<file path="src/rtl/irqbank_pkg.sv">
package irqbank_pkg;

  typedef enum logic [3:0] {
    RD_ZERO,
    RD_IRQST,
    RD_FIQST,
    RD_RAW,
    RD_SEL,
    RD_EN,
    RD_SENSE,
    RD_BOTH,
    RD_POL,
    RD_EDGEST
  } rdSrcE;

  typedef struct packed {
    logic  hiWord;
    logic  wrSel;
    logic  enSet;
    logic  enClr;
    logic  wrPol;
    logic  edgeClr;
    rdSrcE rdSrc;
  } ctrlStrobeT;

  localparam int unsigned NEW_MAP_BASE = 'h80;
  localparam logic [63:0] SENSE_RST = 64'h0000_1F07_FFF8_FFFF;
  localparam logic [63:0] BOTH_RST  = 64'h0000_00F8_0007_0000;
  localparam logic [63:0] POL_RST   = 64'h0000_5F07_FFF8_FFFF;

endpackage

</file>
<file path="src/rtl/irqbank_ctrl.sv">
module irqbank_ctrl
  import irqbank_pkg::*;
#(
  parameter int ADDR_W = 8
) (
  input  logic              regSel,
  input  logic              regWr,
  input  logic [ADDR_W-1:0] regAddr,
  output ctrlStrobeT        strb
);

  // split map offsets (bit 2 already stripped)
  localparam logic [ADDR_W-1:0] N_IRQST  = ADDR_W'('h80);
  localparam logic [ADDR_W-1:0] N_FIQST  = ADDR_W'('h88);
  localparam logic [ADDR_W-1:0] N_RAW    = ADDR_W'('h90);
  localparam logic [ADDR_W-1:0] N_SEL    = ADDR_W'('h98);
  localparam logic [ADDR_W-1:0] N_ENSET  = ADDR_W'('hA0);
  localparam logic [ADDR_W-1:0] N_ENCLR  = ADDR_W'('hA8);
  localparam logic [ADDR_W-1:0] N_SENSE  = ADDR_W'('hC0);
  localparam logic [ADDR_W-1:0] N_BOTH   = ADDR_W'('hC8);
  localparam logic [ADDR_W-1:0] N_POL    = ADDR_W'('hD0);
  localparam logic [ADDR_W-1:0] N_ECLR   = ADDR_W'('hD8);
  localparam logic [ADDR_W-1:0] N_EDGEST = ADDR_W'('hE0);
  // compact map offsets
  localparam logic [ADDR_W-1:0] C_IRQST  = ADDR_W'('h00);
  localparam logic [ADDR_W-1:0] C_FIQST  = ADDR_W'('h04);
  localparam logic [ADDR_W-1:0] C_RAW    = ADDR_W'('h08);
  localparam logic [ADDR_W-1:0] C_SEL    = ADDR_W'('h0C);
  localparam logic [ADDR_W-1:0] C_ENSET  = ADDR_W'('h10);
  localparam logic [ADDR_W-1:0] C_ENCLR  = ADDR_W'('h14);
  localparam logic [ADDR_W-1:0] C_SENSE  = ADDR_W'('h24);
  localparam logic [ADDR_W-1:0] C_BOTH   = ADDR_W'('h28);
  localparam logic [ADDR_W-1:0] C_POL    = ADDR_W'('h2C);
  localparam logic [ADDR_W-1:0] C_ECLR   = ADDR_W'('h38);

  logic              newMap;
  logic              hiSel;
  logic [ADDR_W-1:0] normOff;

  always_comb begin
    newMap  = (regAddr >= ADDR_W'(NEW_MAP_BASE));
    hiSel   = newMap & regAddr[2];
    normOff = newMap ? (regAddr & ~ADDR_W'(4)) : regAddr;

    strb        = '0;
    strb.hiWord = hiSel;
    strb.rdSrc  = RD_ZERO;

    if (regSel && !regWr) begin
      case (normOff)
        N_IRQST,  C_IRQST: strb.rdSrc = RD_IRQST;
        N_FIQST,  C_FIQST: strb.rdSrc = RD_FIQST;
        N_RAW,    C_RAW:   strb.rdSrc = RD_RAW;
        N_SEL,    C_SEL:   strb.rdSrc = RD_SEL;
        N_ENSET,  C_ENSET: strb.rdSrc = RD_EN;
        N_SENSE,  C_SENSE: strb.rdSrc = RD_SENSE;
        N_BOTH,   C_BOTH:  strb.rdSrc = RD_BOTH;
        N_POL,    C_POL:   strb.rdSrc = RD_POL;
        N_EDGEST:          strb.rdSrc = RD_EDGEST;
        default:           strb.rdSrc = RD_ZERO;
      endcase
    end

    if (regSel && regWr) begin
      case (normOff)
        N_SEL,   C_SEL:   strb.wrSel   = 1'b1;
        N_ENSET, C_ENSET: strb.enSet   = 1'b1;
        N_ENCLR, C_ENCLR: strb.enClr   = 1'b1;
        N_POL:            strb.wrPol   = hiSel;
        N_ECLR,  C_ECLR:  strb.edgeClr = 1'b1;
        default: ;
      endcase
    end
  end

endmodule

</file>
<file path="src/rtl/irqbank_dp.sv">
module irqbank_dp
  import irqbank_pkg::*;
#(
  parameter int          NUM_SRC    = 51,
  parameter int          DATA_W     = 32,
  parameter int          POL_W      = 4,
  parameter logic [63:0] SENSE_INIT = SENSE_RST,
  parameter logic [63:0] BOTH_INIT  = BOTH_RST,
  parameter logic [63:0] POL_INIT   = POL_RST
) (
  input  logic               clk,
  input  logic               rstN,
  input  ctrlStrobeT         strb,
  input  logic [DATA_W-1:0]  wdata,
  input  logic [NUM_SRC-1:0] rawPend,
  output logic [DATA_W-1:0]  rdata,
  output logic               irqReq,
  output logic               fiqReq,
  output logic [NUM_SRC-1:0] senseVec,
  output logic [NUM_SRC-1:0] bothVec,
  output logic [NUM_SRC-1:0] polVec,
  output logic [NUM_SRC-1:0] edgeClrVec
);

  localparam int HI_W    = NUM_SRC - DATA_W;
  localparam int NWORDS  = 2;
  localparam int PAD_W   = NWORDS * DATA_W;
  localparam int FIX_W   = NUM_SRC - POL_W;

  logic [NUM_SRC-1:0] selReg;
  logic [NUM_SRC-1:0] enReg;
  logic [POL_W-1:0]   polReg;
  logic [NUM_SRC-1:0] wideData;
  logic [NUM_SRC-1:0] qualPend;
  logic [NUM_SRC-1:0] rdVec;
  logic [PAD_W-1:0]   rdPad;
  logic [DATA_W-1:0]  wordArr [NWORDS];

  // place the written word at the addressed position
  always_comb begin
    if (strb.hiWord) wideData = {wdata[HI_W-1:0], {DATA_W{1'b0}}};
    else             wideData = NUM_SRC'(wdata);
  end

  // select: word-replace semantics
  always_ff @(posedge clk or negedge rstN) begin
    if (!rstN) begin
      selReg <= '0;
    end else if (strb.wrSel) begin
      if (strb.hiWord) selReg[NUM_SRC-1:DATA_W] <= wdata[HI_W-1:0];
      else             selReg[DATA_W-1:0]       <= wdata;
    end
  end

  // enable: separate set and clear addresses
  always_ff @(posedge clk or negedge rstN) begin
    if (!rstN)            enReg <= '0;
    else if (strb.enSet)  enReg <= enReg | wideData;
    else if (strb.enClr)  enReg <= enReg & ~wideData;
  end

  // polarity: only the top sources are writable
  always_ff @(posedge clk or negedge rstN) begin
    if (!rstN)           polReg <= POL_INIT[NUM_SRC-1 -: POL_W];
    else if (strb.wrPol) polReg <= wdata[HI_W-1 -: POL_W];
  end

  assign polVec   = {polReg, POL_INIT[FIX_W-1:0]};
  assign senseVec = SENSE_INIT[NUM_SRC-1:0];
  assign bothVec  = BOTH_INIT[NUM_SRC-1:0];

  assign qualPend   = rawPend & enReg;
  assign irqReq     = |(qualPend & ~selReg);
  assign fiqReq     = |(qualPend & selReg);
  assign edgeClrVec = strb.edgeClr ? (wideData & ~senseVec) : '0;

  always_comb begin
    case (strb.rdSrc)
      RD_IRQST:  rdVec = qualPend & ~selReg;
      RD_FIQST:  rdVec = qualPend & selReg;
      RD_RAW:    rdVec = rawPend;
      RD_SEL:    rdVec = selReg;
      RD_EN:     rdVec = enReg;
      RD_SENSE:  rdVec = senseVec;
      RD_BOTH:   rdVec = bothVec;
      RD_POL:    rdVec = polVec;
      RD_EDGEST: rdVec = rawPend & ~senseVec;
      default:   rdVec = '0;
    endcase
  end

  assign rdPad = PAD_W'(rdVec);

  for (genvar w = 0; w < NWORDS; w++) begin : g_word
    assign wordArr[w] = rdPad[w*DATA_W +: DATA_W];
  end

  assign rdata = wordArr[strb.hiWord];

endmodule

</file>
<file path="src/rtl/irq_fiq_regbank.sv">
module irq_fiq_regbank
  import irqbank_pkg::*;
#(
  parameter int NUM_SRC = 51,
  parameter int DATA_W  = 32,
  parameter int ADDR_W  = 8,
  parameter int POL_W   = 4
) (
  input  logic               clk,
  input  logic               rstN,
  input  logic               regSel,
  input  logic               regWr,
  input  logic [ADDR_W-1:0]  regAddr,
  input  logic [DATA_W-1:0]  regWdata,
  output logic [DATA_W-1:0]  regRdata,
  input  logic [NUM_SRC-1:0] rawPend,
  output logic               irqOut,
  output logic               fiqOut,
  output logic [NUM_SRC-1:0] senseLvl,
  output logic [NUM_SRC-1:0] polHigh,
  output logic [NUM_SRC-1:0] bothEdge,
  output logic [NUM_SRC-1:0] edgeClr
);

  ctrlStrobeT strb;

  irqbank_ctrl #(.ADDR_W(ADDR_W)) u_ctrl (
    .regSel (regSel),
    .regWr  (regWr),
    .regAddr(regAddr),
    .strb   (strb)
  );

  irqbank_dp #(
    .NUM_SRC(NUM_SRC),
    .DATA_W (DATA_W),
    .POL_W  (POL_W)
  ) u_dp (
    .clk       (clk),
    .rstN      (rstN),
    .strb      (strb),
    .wdata     (regWdata),
    .rawPend   (rawPend),
    .rdata     (regRdata),
    .irqReq    (irqOut),
    .fiqReq    (fiqOut),
    .senseVec  (senseLvl),
    .bothVec   (bothEdge),
    .polVec    (polHigh),
    .edgeClrVec(edgeClr)
  );

endmodule

</file>
<file path="config.mk">
export PLATFORM = sky130hd
export DESIGN_NAME = irq_fiq_regbank
export DESIGN_NICKNAME = d
export VERILOG_FILES = /design/src/rtl/irqbank_pkg.sv /design/src/rtl/irqbank_ctrl.sv /design/src/rtl/irqbank_dp.sv /design/src/rtl/irq_fiq_regbank.sv
export SDC_FILE = /design/constraint.sdc
export NUM_CORES = 1
export LEC_CHECK = 0
export ABC_CLOCK_PERIOD_IN_PS = 3800
export BUFFER_PORTS_ARGS = -buffer_cell sky130_fd_sc_hd__buf_4
export CORE_UTILIZATION = 45
export CTS_BUF_LIST = sky130_fd_sc_hd__clkbuf_16
export CTS_CLUSTER_SIZE = 10
export DETAILED_ROUTE_END_ITERATION = 16
export PLACE_DENSITY = 0.74
export SLEW_MARGIN = 40
export SYNTH_ARGS = -nofsm -noshare
export SYNTH_HDL_FRONTEND = slang
export SYNTH_SLANG_ARGS = --single-unit
export TNS_END_PERCENT = 10
</file>
<file path="constraint.sdc">
create_clock -name clk -period 3.8 [get_ports clk]
set_clock_uncertainty 0.2 [all_clocks]
set_input_delay 0.57 -clock clk [delete_from_list [all_inputs] [get_ports clk]]
set_output_delay 0.57 -clock clk [all_outputs]
set_load 0.02 [all_outputs]
</file>
-- Word level (Yosys, flattened, before mapping)
Index checks and enable logic that the tools add are counted.
- register bits: 106
- bits of input ports: 95
- output and inout port bits: 238
- logic and storage cells: 81
- $lt $le $gt $ge: 2
- equal/unequal tests: 29
- multiplexer cells: 17
- bitwise gates (word level): 10
- reductions and logical operators: 19
- operator list (operator ; count):
    $pmux 51 s9 ; 1
    $and 51x51->51 ; 4
    $mux 51 ; 4
    $not 51->51 ; 2
    $reduce_or 51->1 ; 2
    $mux 32 ; 3
    $eq 8x8->1 const B ; 11
    $or 51x51->51 ; 1
    $pmux 4 s9 ; 1
    $eq 8x6->1 const B ; 4
    $reduce_or 2->1 ; 10
    $eq 4x3->1 const B ; 4
    $eq 8x4->1 const B ; 2
    $eq 8x5->1 const B ; 2
    $eq 4x2->1 const B ; 2
    $eq 4x4->1 const B ; 2
    $eq 8x3->1 const B ; 1
    $ge 8x8->1 const B ; 1
    $logic_not 8->1 ; 1
    $mux 1 ; 5
    $mux 5 ; 1
    $eq 4x1->1 const B ; 1
    $mux 4 ; 1
    $reduce_and 2->1 ; 2
    8 further kinds ; 9

-- Depth between registers and ports, before layout
Gate-level depths: netlist of run 1.
- depth in word-level cells: 11
- depth in mapped cells: 11

-- Modules after synthesis
A second synthesis of run 1 with hierarchy kept.
- cell total of the unflattened synthesis: 1176
- area total of the unflattened synthesis: 9556.7 sq um
- by module, submodules not included (module ; instances ; cells an instance ; area an instance (sq um)):
    irqbank_dp ; 1 ; 1113 ; 9158.8
    irqbank_ctrl ; 1 ; 63 ; 397.9

-- Worst setup path before layout of run 1
OpenSTA, ideal clock, no wires.
- path kind: input port to output port
- start: in regAddr[1]
- end: out regRdata[6]
- arrival: 2.579 ns
- setup slack: 0.451 ns
- stages: 8
- path buffers: 1
- cell sequence: or3_1 -> buf_2 -> or3_4 -> and2_4 -> a211o_2 -> nand2_4 -> a221oi_2 -> a32oi_1
- word-level cells in the longest chain between the ends: 11
- elaborated cells on any way between the ends: 44
- those cells by class: order compare (1); eq/ne (25); mux (7); bitwise (2); reduce/logical (9)
- RTL lines (what ; line ; source):
    from (decl) ; irq_fiq_regbank.sv:13 ; input logic [ADDR_W-1:0] regAddr,
    $ge 8x8->1 ; irqbank_ctrl.sv:41 ; newMap = (regAddr >= ADDR_W'(NEW_MAP_BASE));
    $mux 3 ; irqbank_ctrl.sv:43 ; normOff = newMap ? (regAddr & ~ADDR_W'(4)) : regAddr;
    $eq 8x6->1 (tied with other cells) ; irqbank_ctrl.sv:50 ; case (normOff)
    $reduce_or 2->1 ; irqbank_ctrl.sv:50 ;
    $pmux 4 s9 ; irqbank_ctrl.sv:50 ;
    $mux 4 ; irqbank_ctrl.sv:49 ; if (regSel && !regWr) begin
    $eq 4x4->1 (tied with other cells) ; irqbank_dp.sv:78 ; case (strb.rdSrc)
    $pmux 51 s9 ; irqbank_dp.sv:78 ;
    $mux 32 (implied by the code) (*) (3 in a row) ; irqbank_dp.sv:98 ; assign rdata = wordArr[strb.hiWord];
    to (decl) ; irq_fiq_regbank.sv:15 ; output logic [DATA_W-1:0] regRdata,
Every way passes the cells marked *; elsewhere a longest branch is shown, timed or not. The select of a mux whose other input is x is not followed.

-- Final worst setup path of run 1
- start: in regAddr[1]
- end: out regRdata[31]
The elaborated chain is that of the path after synthesis.

==> results of run 1 <==
stage by stage:
step | setup WS [ns] | hold WS [ns] | util | cells
after global placement | 0.0839 | 0.330 | 0.507 | 1485
after CTS | 0.0704 | 0.0254 | 0.521 | 1501
after detailed placement | 0.0769 | 0.349 | 0.507 | 1485
after global routing | 0.0588 | 0.0493 | 0.521 | 1501
after floorplan | 0.451 | 0.0744 | - | 1262
final | 0.0580 | 0.00800 | 0.521 | 1501
report_power, final:
group | internal, mW | total, mW | switching [mW]
clock | 0.457 | 0.945 | 0.488
sequential | 1.18 | 1.25 | 0.0722
combinational | 0.176 | 0.562 | 0.385
cell families (layout without fill, tap and decap cells):
kind of cell	after synthesis	count (layout)
compound gates	242	242
xor+xnor	1	1
buf+inv	253	227
flops	106	106
mux	94	94
other cells	2	186
simple gates	380	380
cells in the mapped netlist (all sizes together) (12+ instances only):
cell      n
inv      16
nor3     12
nand4    17
buf     220
a31oi    12
mux2     91
o22ai    12
dfrtp   106
and3     12
a22oi    20
nand3    65
a221oi   33
nor2     55
nand2   153
clkbuf   17
a21oi    25
o21ai    66
per-layer routing:
metal	global-route usage	wire, µm	up-vias
li1	-	-	3865
met1	0.395	12300	4187
met2	0.474	14500	622
met3	0.0526	3290	89
met4	0.160	1350	0
met5	0	0	-
final timing paths:
check	end	startpoint	slack, ns	cells past startpoint
worst min-delay path	u_dp.selReg[24]	rstN	0.008	1
worst min register to register	flop	flop	0.37	1
min in group clk	u_dp.selReg[27]	regWdata[27]	0.25	2
worst max-delay path	regRdata[31]	regAddr[1]	0.06	8
worst max register to register	u_dp.selReg[36]	u_dp.selReg[36]	2.71	1
max in group asynchronous	u_dp.selReg[37]	rstN	2.62	2
layout by cell type (no fill, tap or decap), types with 12 or more instances in the layout:
cell type and n:
buf_4 191, conb_1 186, nand2_1 148, dfrtp_1 106, mux2_2 90, nand3_1 65
o21ai_0 58, nor2_1 52, a221oi_1 30, a21oi_1 25, a22oi_1 20, nand4_1 17
inv_1 16, and3_1 12, a31oi_1 12
layout make-up:
cell class	instances	area, µm²	share of cell area
clock buffer	9	225	0.0220
tap	265	332	0.0324
timing repair buffer	195	1510	0.148
clock inverter	7	57.6	0.00562
inverter	16	60.1	0.00587
multi-input combinational	903	5400	0.527
sequential	106	2650	0.259
critical path: stages:
cell     delay (ns)
buf_4          0.12
or3_1          0.43
or2_2          0.48
nor2_4         0.32
nand2_1        0.22
or3_1          0.39
a31oi_1        0.25
buf_4          0.19
==> results.md, run 1 <==
- Final cycle utilization of the critical path: 0.985
- Max-Cap Viols: 0
- WL/cell: 20.9 µm
- F_max: 267 MHz
- Worst-path maximum fanout: 11
- Predominant post-synthesis flop cell: dfrtp_1
- Drt total wl: 31,400 µm
- Fillers: 1,859
- VDD IR max: 0.000227 V
- Die span in x: 144 µm
- Antenna cells: 0
- Startpoint Class: input pin
- Largest net degree at the start of global routing: 62
- Number of synthesized register bits: 106
- PortBufs: 146
- Reg clk slew, reported paths: 0.08 ns
- HP Class: in -> async
- Overall power: 2.75 mW
- IO Count: 333
- Critical Path RT: 3.03 ns
- Pins Over Slew Limit: 0
- DR DRC count: 0
- Dominant cells by area after synthesis: dfrtp_1 (29%), buf_4 (16%), mux2_2 (11%)
- Via density per instance: 5.84
- Clk buf depth: 2
- Vias in the first global route: 7,724
- Cts bufs inserted: 9
- Clock sink count: 106
- Synthesized area: 9090 µm²
- Final hold vios: 0
- Post-DRT Antenna Nets: 0
- Synth Area in Adders: 0
- Final Cell Area: 10,200 µm²
- Hold Buf Count CTS: 0
- Worst skew pair latency: 0.36 ns
- Status: complete, no violations
- Syn avg cell area: 8.43 µm²
- Synth unique cells: 77
- Sequential fraction of the synthesis area: 0.292
- CTS tree: done
- Post-synth EDFFs: 0
- Share of cells above drive strength 1: 0.275
- # H-tree levels: 3
- Setup_tns: 0 ns
- Main combinational cell family by area after synthesis: simple AND/OR/NAND/NOR gates
- Via count: 8,763
- Area of the die: 20,800 µm²
- Router iterations before antenna repair: 6
- Area leader, netlist: dfrtp_1
- # rows: 51
- Total GRT Usage: 0.302
- Syn. warnings: 0
- Initial antenna violation count: 1
- Leakage: 4.80 nW
- Critical path class: in -> out
- Data arrival, critical path: 2.97 ns
- Congestion Overflow GR: 0
- Fin nets: 1,326
- Post-CTS Setup Inserts: 0
- Layout area overhead: 12.7%
- Root Driver: clkbuf_16
- Synth Area in Simple Gates: 0.209
- Dpl hpwl: 24,100 µm
- Placement Cell Area: 9960 µm²
- Post-route minimum period: 3.74 ns
- CP endpoint kind: primary output
- Unrepaired setup endpoints after global routing: false
- Routability cong.: 0.996
- Mux contribution to synthesized area: 0.116
- First DRT Iteration DRCs: 969
- Power per Cell Area: 269 nW/µm²
- Global-route wire length before repair: 46,100 µm
- Initial Util: 0.462
- Core area: 19,700 µm²
- Cts repair resizes: 0
- Post-synthesis cell count: 1,078
- Worst slew margin relative to its limit: 0.551
- Top cell type's share of synthesized area: 0.292
- Ys async rst share: 1.00
- Endpoints failing setup: 0
- Xor-xnor portion of the synthesized cell area: 0.000964
- Die height: 144 µm
- Compound-cell area share of the yosys netlist: 0.190
- Slew @ Worst Pin: 0.673 ns
Note: power is estimated with default switching activity, not from simulation.
==> run 2: changes to the inputs <==
--- a/config.mk
+++ b/config.mk
@@ -5,13 +5,13 @@
 export SDC_FILE = /design/constraint.sdc
 export NUM_CORES = 1
 export LEC_CHECK = 0
-export ABC_CLOCK_PERIOD_IN_PS = 3800
+export ABC_CLOCK_PERIOD_IN_PS = 3200
 export BUFFER_PORTS_ARGS = -buffer_cell sky130_fd_sc_hd__buf_4
 export CORE_UTILIZATION = 45
 export CTS_BUF_LIST = sky130_fd_sc_hd__clkbuf_16
 export CTS_CLUSTER_SIZE = 10
 export DETAILED_ROUTE_END_ITERATION = 16
-export PLACE_DENSITY = 0.74
+export PLACE_DENSITY = 0.77
 export SLEW_MARGIN = 40
 export SYNTH_ARGS = -nofsm -noshare
 export SYNTH_HDL_FRONTEND = slang
==> constraint.sdc (replaced) <==
create_clock -name clk -period 3.2 [get_ports clk]
set_clock_uncertainty 0.2 [all_clocks]
set_input_delay 0.48 -clock clk [delete_from_list [all_inputs] [get_ports clk]]
set_output_delay 0.48 -clock clk [all_outputs]
set_load 0.02 [all_outputs]
==> run 2 against run 1 <==
  * The flow now finishes with violations (setup timing)
  * Count of clock-buffer cells in the layout unchanged
  * Core utilization up 7.0 points
  * Sequential power up 19%
  * Critical path depth up 2
  * Clock power up 27%
  * Power up 25%
  * Via count up 5.5%
  * Largest cell class unchanged
==> results.md, run 2 (same netlist as run 1, synthesis figures left out) <==
- Status: finished with violations
- Post-DRT Antenna Nets: 0 (unchanged)
- Fin nets: 1,404 (+5.9%)
- IO Count: 333 (unchanged)
- Unrepaired setup endpoints after global routing: true
- Net Switching: 1.15 mW (+21%)
- Worst skew pair latency: 0.36 ns (about the same)
- Clock sink count: 106 (unchanged)
- Worst Reg2Reg Path Length in Cells: 1 (unchanged)
- Crit path from: regAddr[0]
- Clk pwr share: 0.349 (+0.006)
- Max-Cap Viols: 0 (unchanged)
- PortBufs: 146 (unchanged)
- Routability cong.: 1.00 (+0.41%)
- Router iterations before antenna repair: 7 (+1)
- Worst reg2reg path startpoint: u_dp.selReg[4]
- Worst-path maximum fanout: 4 (-7)
- Vias in the first global route: 8,104 (+4.9%)
- Via count: 9,248 (+5.5%)
- Placement Cell Area: 10,500 µm² (+5.7%)
- Pins Over Slew Limit: 0 (unchanged)
- # rows: 51 (unchanged)
- WL/cell: 20.7 µm (-0.96%)
- DR DRC count: 0 (unchanged)
- Commonest non-fill, non-tap cell in the layout: buf_4
- Global-route wire length before repair: 46,500 µm (+0.93%)
- Critical Path RT: 2.52 ns (-0.51 ns)
- VDD IR max: 0.000283 V (+25%)
- Reg clk slew, reported paths: 0.08 ns (about the same)
- Initial antenna violation count: 0 (-1)
- Cts bufs inserted: 9 (unchanged)
- WHS Path Cells: 2
- Flop pwr share: 0.432 (-0.021)
- Post-route minimum period: 3.35 ns
- Drt total wl: 32,700 µm (+4.2%)
- First DRT Iteration DRCs: 930 (-4.0%)
- Slew @ Worst Pin: 0.606 ns (-0.0670 ns)
- Endpoints failing setup: 27 (+27)
- Antenna cells: 0 (unchanged)
- Leakage: 5.40 nW (+12%)
- CP endpoint kind: primary output
- Share of cells above drive strength 1: 0.365 (+0.0902)
- Net Sw Frac: 0.333 (-0.0100)
- Clk buf depth: 2 (unchanged)
- Largest net degree at the start of global routing: 72 (+16%)
- Most frequent cells in the layout: buf_4 (226), conb_1 (186), nand2_1 (146), dfrtp_1 (106), mux2_2 (90)
- Initial Util: 0.462 (unchanged)
- Data arrival, critical path: 2.67 ns (-0.30 ns)
- Final hold vios: 0 (unchanged)
- Congestion Overflow GR: 0 (unchanged)
- Via density per instance: 5.86 (+0.32%)
- # H-tree levels: 3 (unchanged)
- Failing checks: setup timing
- Root Driver: clkbuf_16
- F_max: 299 MHz
- Final Cell Area: 11,600 µm² (+14%)
- Die height: 144 µm (unchanged)
- Core area: 19,700 µm² (unchanged)
- CTS tree: done
- Internal: 2.29 mW (+27%)
- HP Class: in -> reg
- Worst slew margin relative to its limit: 0.592 (+0.0404)
- Total GRT Usage: 0.305 (+0.00360)
- Die span in x: 144 µm (unchanged)
- Area of the die: 20,800 µm² (unchanged)
- Fillers: 1,720 (-7.5%)
- Final cycle utilization of the critical path: 1.05
- Hold_sp: regWdata[22]
- Power per Cell Area: 296 nW/µm² (+10%)
- Startpoint Class: input pin
- Layout area overhead: 27.9%
- Comb pwr share: 0.219 (+0.015)
- Critical path class: in -> out
- Dpl hpwl: 24,400 µm (+1.6%)
- Setup_tns: -1.55 ns (-1.55 ns)
- Worst Setup Slack, final: -0.147 ns (-0.205 ns)
==> run 2: cell count changes in the layout (fill, tap and decap cells not counted), moves of 7 or more <==
cell      previous run  this run
a221oi_1            30        17
buf_4              191       226
a221oi_2             3        16
buf_6                0        25
a21oi_1             25        17
buf_12               4        17
a21oi_2              0         7
==> run 2: worst max-delay path, stage by stage <==
cell and delay [ns]:
buf_12 0.10, or3_4 0.39, or3_4 0.41, and2_4 0.17, a211o_4 0.40, buf_6 0.15
nand3_1 0.09, nor3b_2 0.05, a31oi_1 0.22, buf_4 0.19
==> run 2: path summary, 6_finish.rpt <==
check | end | slack [ns]
max | regRdata[1] | -0.15
min | u_dp.selReg[22] | 0.16
max reg2reg | u_dp.selReg[4] | 2.11
min reg2reg | u_dp.selReg[12] | 0.37
max in group asynchronous | u_dp.selReg[15] | 1.65
min in group asynchronous | u_dp.selReg[32] | 0.41
==> run 2: final cells by class <==
cell class                      count  area [µm²]  area share
Timing Repair Buffer              273        2420       0.208
Sequential cell                   106        2650       0.228
Multi-Input combinational cell    903        5840       0.503
Clock buffer                        9         225      0.0194
Tap cell                          265         332      0.0285
Clock inverter                      7        95.1     0.00818
Inverter                           16        60.1     0.00517
==> run 2: power groups by stage <==
stage / Sequential, mW / Combinational [mW] / Clock [mW]
after floorplan: 1.48 / 0.572 / 0
after CTS: 1.48 / 0.701 / 1.22
after detailed placement: 1.50 / 0.686 / 0
after global placement: 1.50 / 0.681 / 0
after global routing: 1.49 / 0.813 / 1.27
final: 1.49 / 0.754 / 1.20
==> run 2: per-stage QoR <==
stage	cells	hold slack (ns)	utilization	power (mW)	worst slack, ns
finish	1579	0.156	0.591	3.44	-0.147
floorplan	1262	-0.0156	-	2.05	0.0312
CTS	1565	0.151	0.565	3.39	-0.109
global route	1579	0.155	0.591	3.57	-0.183
global placement	1544	0.278	0.536	2.18	-0.292
detailed placement	1544	0.274	0.536	2.19	-0.219
==> run 2: repair_timing <==
item / in CTS / in global routing
endpoints found under the setup margin: 33 / 32
pin swaps: 10 / 34
setup buffers: 3 / 12
hold buffers: 1 / 0
resized for setup: 36 / 84
hold endpoints to repair: 35 / 0
gates cloned: 1 / 2
==> run 2: per-layer routing <==
metal	wire length (µm)	global-route usage	vias to the layer above	share of wire
li1	-	-	4035	-
met1	12300	0.382	4372	0.38
met3	3720	0.0808	139	0.11
met5	0	0	-	0
met2	14900	0.479	702	0.46
met4	1780	0.166	0	0.054
==> run 3: changes to the inputs <==
--- a/config.mk
+++ b/config.mk
@@ -5,13 +5,15 @@
 export SDC_FILE = /design/constraint.sdc
 export NUM_CORES = 1
 export LEC_CHECK = 0
-export ABC_CLOCK_PERIOD_IN_PS = 3200
+export ABC_CLOCK_PERIOD_IN_PS = 3000
 export BUFFER_PORTS_ARGS = -buffer_cell sky130_fd_sc_hd__buf_4
-export CORE_UTILIZATION = 45
+export CELL_PAD_IN_SITES_DETAIL_PLACEMENT = 1
+export CELL_PAD_IN_SITES_GLOBAL_PLACEMENT = 1
+export CORE_UTILIZATION = 33
 export CTS_BUF_LIST = sky130_fd_sc_hd__clkbuf_16
 export CTS_CLUSTER_SIZE = 10
 export DETAILED_ROUTE_END_ITERATION = 16
-export PLACE_DENSITY = 0.77
+export PLACE_DENSITY_LB_ADDON = 0.1
 export SLEW_MARGIN = 40
 export SYNTH_ARGS = -nofsm -noshare
 export SYNTH_HDL_FRONTEND = slang
==> constraint.sdc (replaced) <==
create_clock -name clk -period 3 [get_ports clk]
set_clock_uncertainty 0.2 [all_clocks]
set_input_delay 0.45 -clock clk [delete_from_list [all_inputs] [get_ports clk]]
set_output_delay 0.45 -clock clk [all_outputs]
set_load 0.02 [all_outputs]
==> run 3 against run 2 <==
  * The flow still finishes with violations (setup timing)
  * Via count decreased by 0.16%
  * Global-route usage decreased by 3.3 points
  * Worst setup slack got worse by 0.18 ns
  * Routed wire length increased by 19%
  * Sequential power increased by 6%
  * Register-to-register slack got worse by 0.20 ns
  * Clock power about the same
  * Critical path depth increased by 3
  * Die area increased by 36%
  * Critical path type unchanged
  * Largest cell class unchanged
  * Hold slack got worse by 0.039 ns
  * Power increased by 5.5%
==> results.md, run 3 (same netlist as run 1, synthesis figures left out) <==
- Most frequent cells in the layout: buf_4 (251), conb_1 (186), nand2_1 (146), dfrtp_1 (105), mux2_2 (90)
- Clk buf depth: 2 (unchanged)
- Dpl cells: 1,656 (+7.3%)
- # rows: 60 (+18%)
- CP endpoint kind: primary output
- Via density per instance: 5.44 (-7.1%)
- Layout area overhead: 32.3%
- Worst skew pair latency: 0.36 ns (about the same)
- Die height: 168 µm (+17%)
- Share of cells above drive strength 1: 0.384 (+0.0189)
- Global-route wire length before repair: 57,500 µm (+24%)
- Post-route minimum period: 3.33 ns
- Endpoints failing setup: 32 (+19%)
- Worst-path maximum fanout: 5 (+1)
- Via count: 9,233 (-0.16%)
- Router iterations before antenna repair: 5 (-2)
- Die span in x: 168 µm (+17%)
- WHS: 0.117 ns (-0.0391 ns)
- Unrepaired setup endpoints after global routing: true
- Routability cong.: 0.890 (-11%)
- Initial Util: 0.337 (-0.125)
- Worst path cell trace: buf_8 > nor4bb_1 > o311ai_1 > o22ai_1 > buf_4 > nor4_4 > buf_6 > buf_4 > a221o_1 > a21oi_1 > a22oi_2 > buf_4 > buf_6
- # H-tree levels: 3 (unchanged)
- Dpl hpwl: 29,600 µm (+21%)
- Max-Cap Viols: 0 (unchanged)
- Final hold vios: 0 (unchanged)
- Power per Cell Area: 302 nW/µm² (+2.0%)
- IO Count: 333 (unchanged)
- Failing checks: setup timing
- Worst slew margin relative to its limit: 0.569 (-0.0228)
- Antenna cells: 0 (unchanged)
- Post-DRT Antenna Nets: 0 (unchanged)
- Drt total wl: 39,000 µm (+19%)
- Root Driver: clkbuf_16
- Worst Setup Slack, final: -0.327 ns (-0.180 ns)
- Core area: 27,000 µm² (+37%)
- Data arrival, critical path: 2.68 ns (about the same)
- Critical Path RT: 2.35 ns (-0.17 ns)
- Worst Reg2Reg Path Length in Cells: 1 (unchanged)
- CP max stage delay: 0.39 ns (-0.02 ns)
- Hold_sp: regWdata[29]
- Leakage: 5.56 nW (+3.1%)
- WHS Path Cells: 2 (unchanged)
- Fin cells: 1,697 (+7.5%)
- Fin nets: 1,446 (+3.0%)
- Final cycle utilization of the critical path: 1.11
- Cts bufs inserted: 9 (unchanged)
- Slew @ Worst Pin: 0.647 ns (+0.0407 ns)
- Fillers: 3,222 (+87%)
- Congestion Overflow GR: 0 (unchanged)
- Worst reg2reg path startpoint: u_dp.selReg[38]
- Reg clk slew, reported paths: 0.08 ns (about the same)
- Status: finished with violations
- PortBufs: 146 (unchanged)
- Crit-path most repeated cell: buf_4
- R2r setup slk: 1.91 ns (-0.20 ns)
- Clock sink count: 106 (unchanged)
- HP Class: in -> reg
- Register area: 2650 µm² (about the same)
- Largest net degree at the start of global routing: 53 (-26%)
- Area of the multi-input gates: 5830 µm² (-0.28%)
- CTS tree: done
- Critical path class: in -> out
- Area of the die: 28,200 µm² (+36%)
- Startpoint Class: input pin
- CP max-delay cell: o311ai_1
- Vias in the first global route: 8,889 (+9.7%)
- DR DRC count: 0 (unchanged)
- Critical R2R Capture: u_dp.selReg[38]
- Hold path endpoint: u_dp.selReg[29]
- F_max: 301 MHz
- WL/cell: 23.0 µm (+11%)
- Pins Over Slew Limit: 0 (unchanged)
- VDD IR max: 0.000269 V (-4.8%)
- Overall power: 3.63 mW (+5.5%)
- Total GRT Usage: 0.273 (-0.0328)
- Initial antenna violation count: 0 (unchanged)
- First DRT Iteration DRCs: 686 (-26%)
- Commonest non-fill, non-tap cell in the layout: buf_4
run 3: cell types whose count changed in the layout (fill, tap and decap cells not counted), sizes merged:
| cell | delta |
|---|---|
| inv | -1 |
| clkinvlp | +2 |
| bufbuf | -1 |
| nand2 | +2 |
| bufinv | -1 |
| buf | +41 |
run 3: area by class of cell:
cell class | count | area share
Clock buffer | 9 | 0.0187
Timing Repair Buffer | 313 | 0.232
Multi-Input combinational cell | 905 | 0.485
Sequential cell | 106 | 0.221
Tap cell | 341 | 0.0355
Inverter | 16 | 0.00499
Clock inverter | 7 | 0.00385
run 3: critical path, delay by kind of cell:
family / cells / cell delay [ns]
simple gates: 2 / 0.49
compound gates: 5 / 0.91
buf+inv: 6 / 0.81
run 3: through the flow:
step | setup slack (ns) | cell area [µm²] | TNS [ns] | utilization
2_1_floorplan | -0.0926 | 9790 | -1.13 | -
3_3_place_gp | -0.441 | 11000 | -11.45 | 0.407
3_5_place_dp | -0.437 | 11000 | -12.29 | 0.407
4_1_cts | -0.291 | 11800 | -7.26 | 0.440
5_1_grt | -0.431 | 12000 | -11.20 | 0.446
6_report | -0.327 | 12000 | -8.13 | 0.446
run 3: timing repair:
item,4_1_cts,5_1_grt
cloned,3,1
endpoints found under the hold margin,39,0
endpoints found under the setup margin,46,33
gates resized for setup,104,31
pin swaps,43,22
setup buffers,15,5
hold buffers,1,0
run 3: report_power, final:
part           switching [mW]  internal [mW]
Sequential             0.0956           1.49
Combinational           0.543          0.310
Clock                   0.625          0.565
run 3: worst max-delay path by stage:
stage / end / startpoint / cells after the start / slack, ns
2_1_floorplan: regRdata[10] / regAddr[1] / 8 / -0.09
3_3_place_gp: regRdata[1] / regAddr[6] / 11 / -0.44
3_5_place_dp: regRdata[15] / regAddr[1] / 10 / -0.44
4_1_cts: regRdata[0] / regAddr[0] / 11 / -0.29
5_1_grt: regRdata[5] / regAddr[4] / 13 / -0.43
6_report: regRdata[15] / regAddr[6] / 13 / -0.33
run 3: routing by layer:
layer / vias to the layer above / global-route usage / wire length [µm]
met5: - / 0 / 0
met4: 0 / 0.0866 / 1100
met3: 69 / 0.0317 / 2340
met2: 395 / 0.452 / 18400
met1: 4656 / 0.369 / 17200
li1: 4113 / - / -
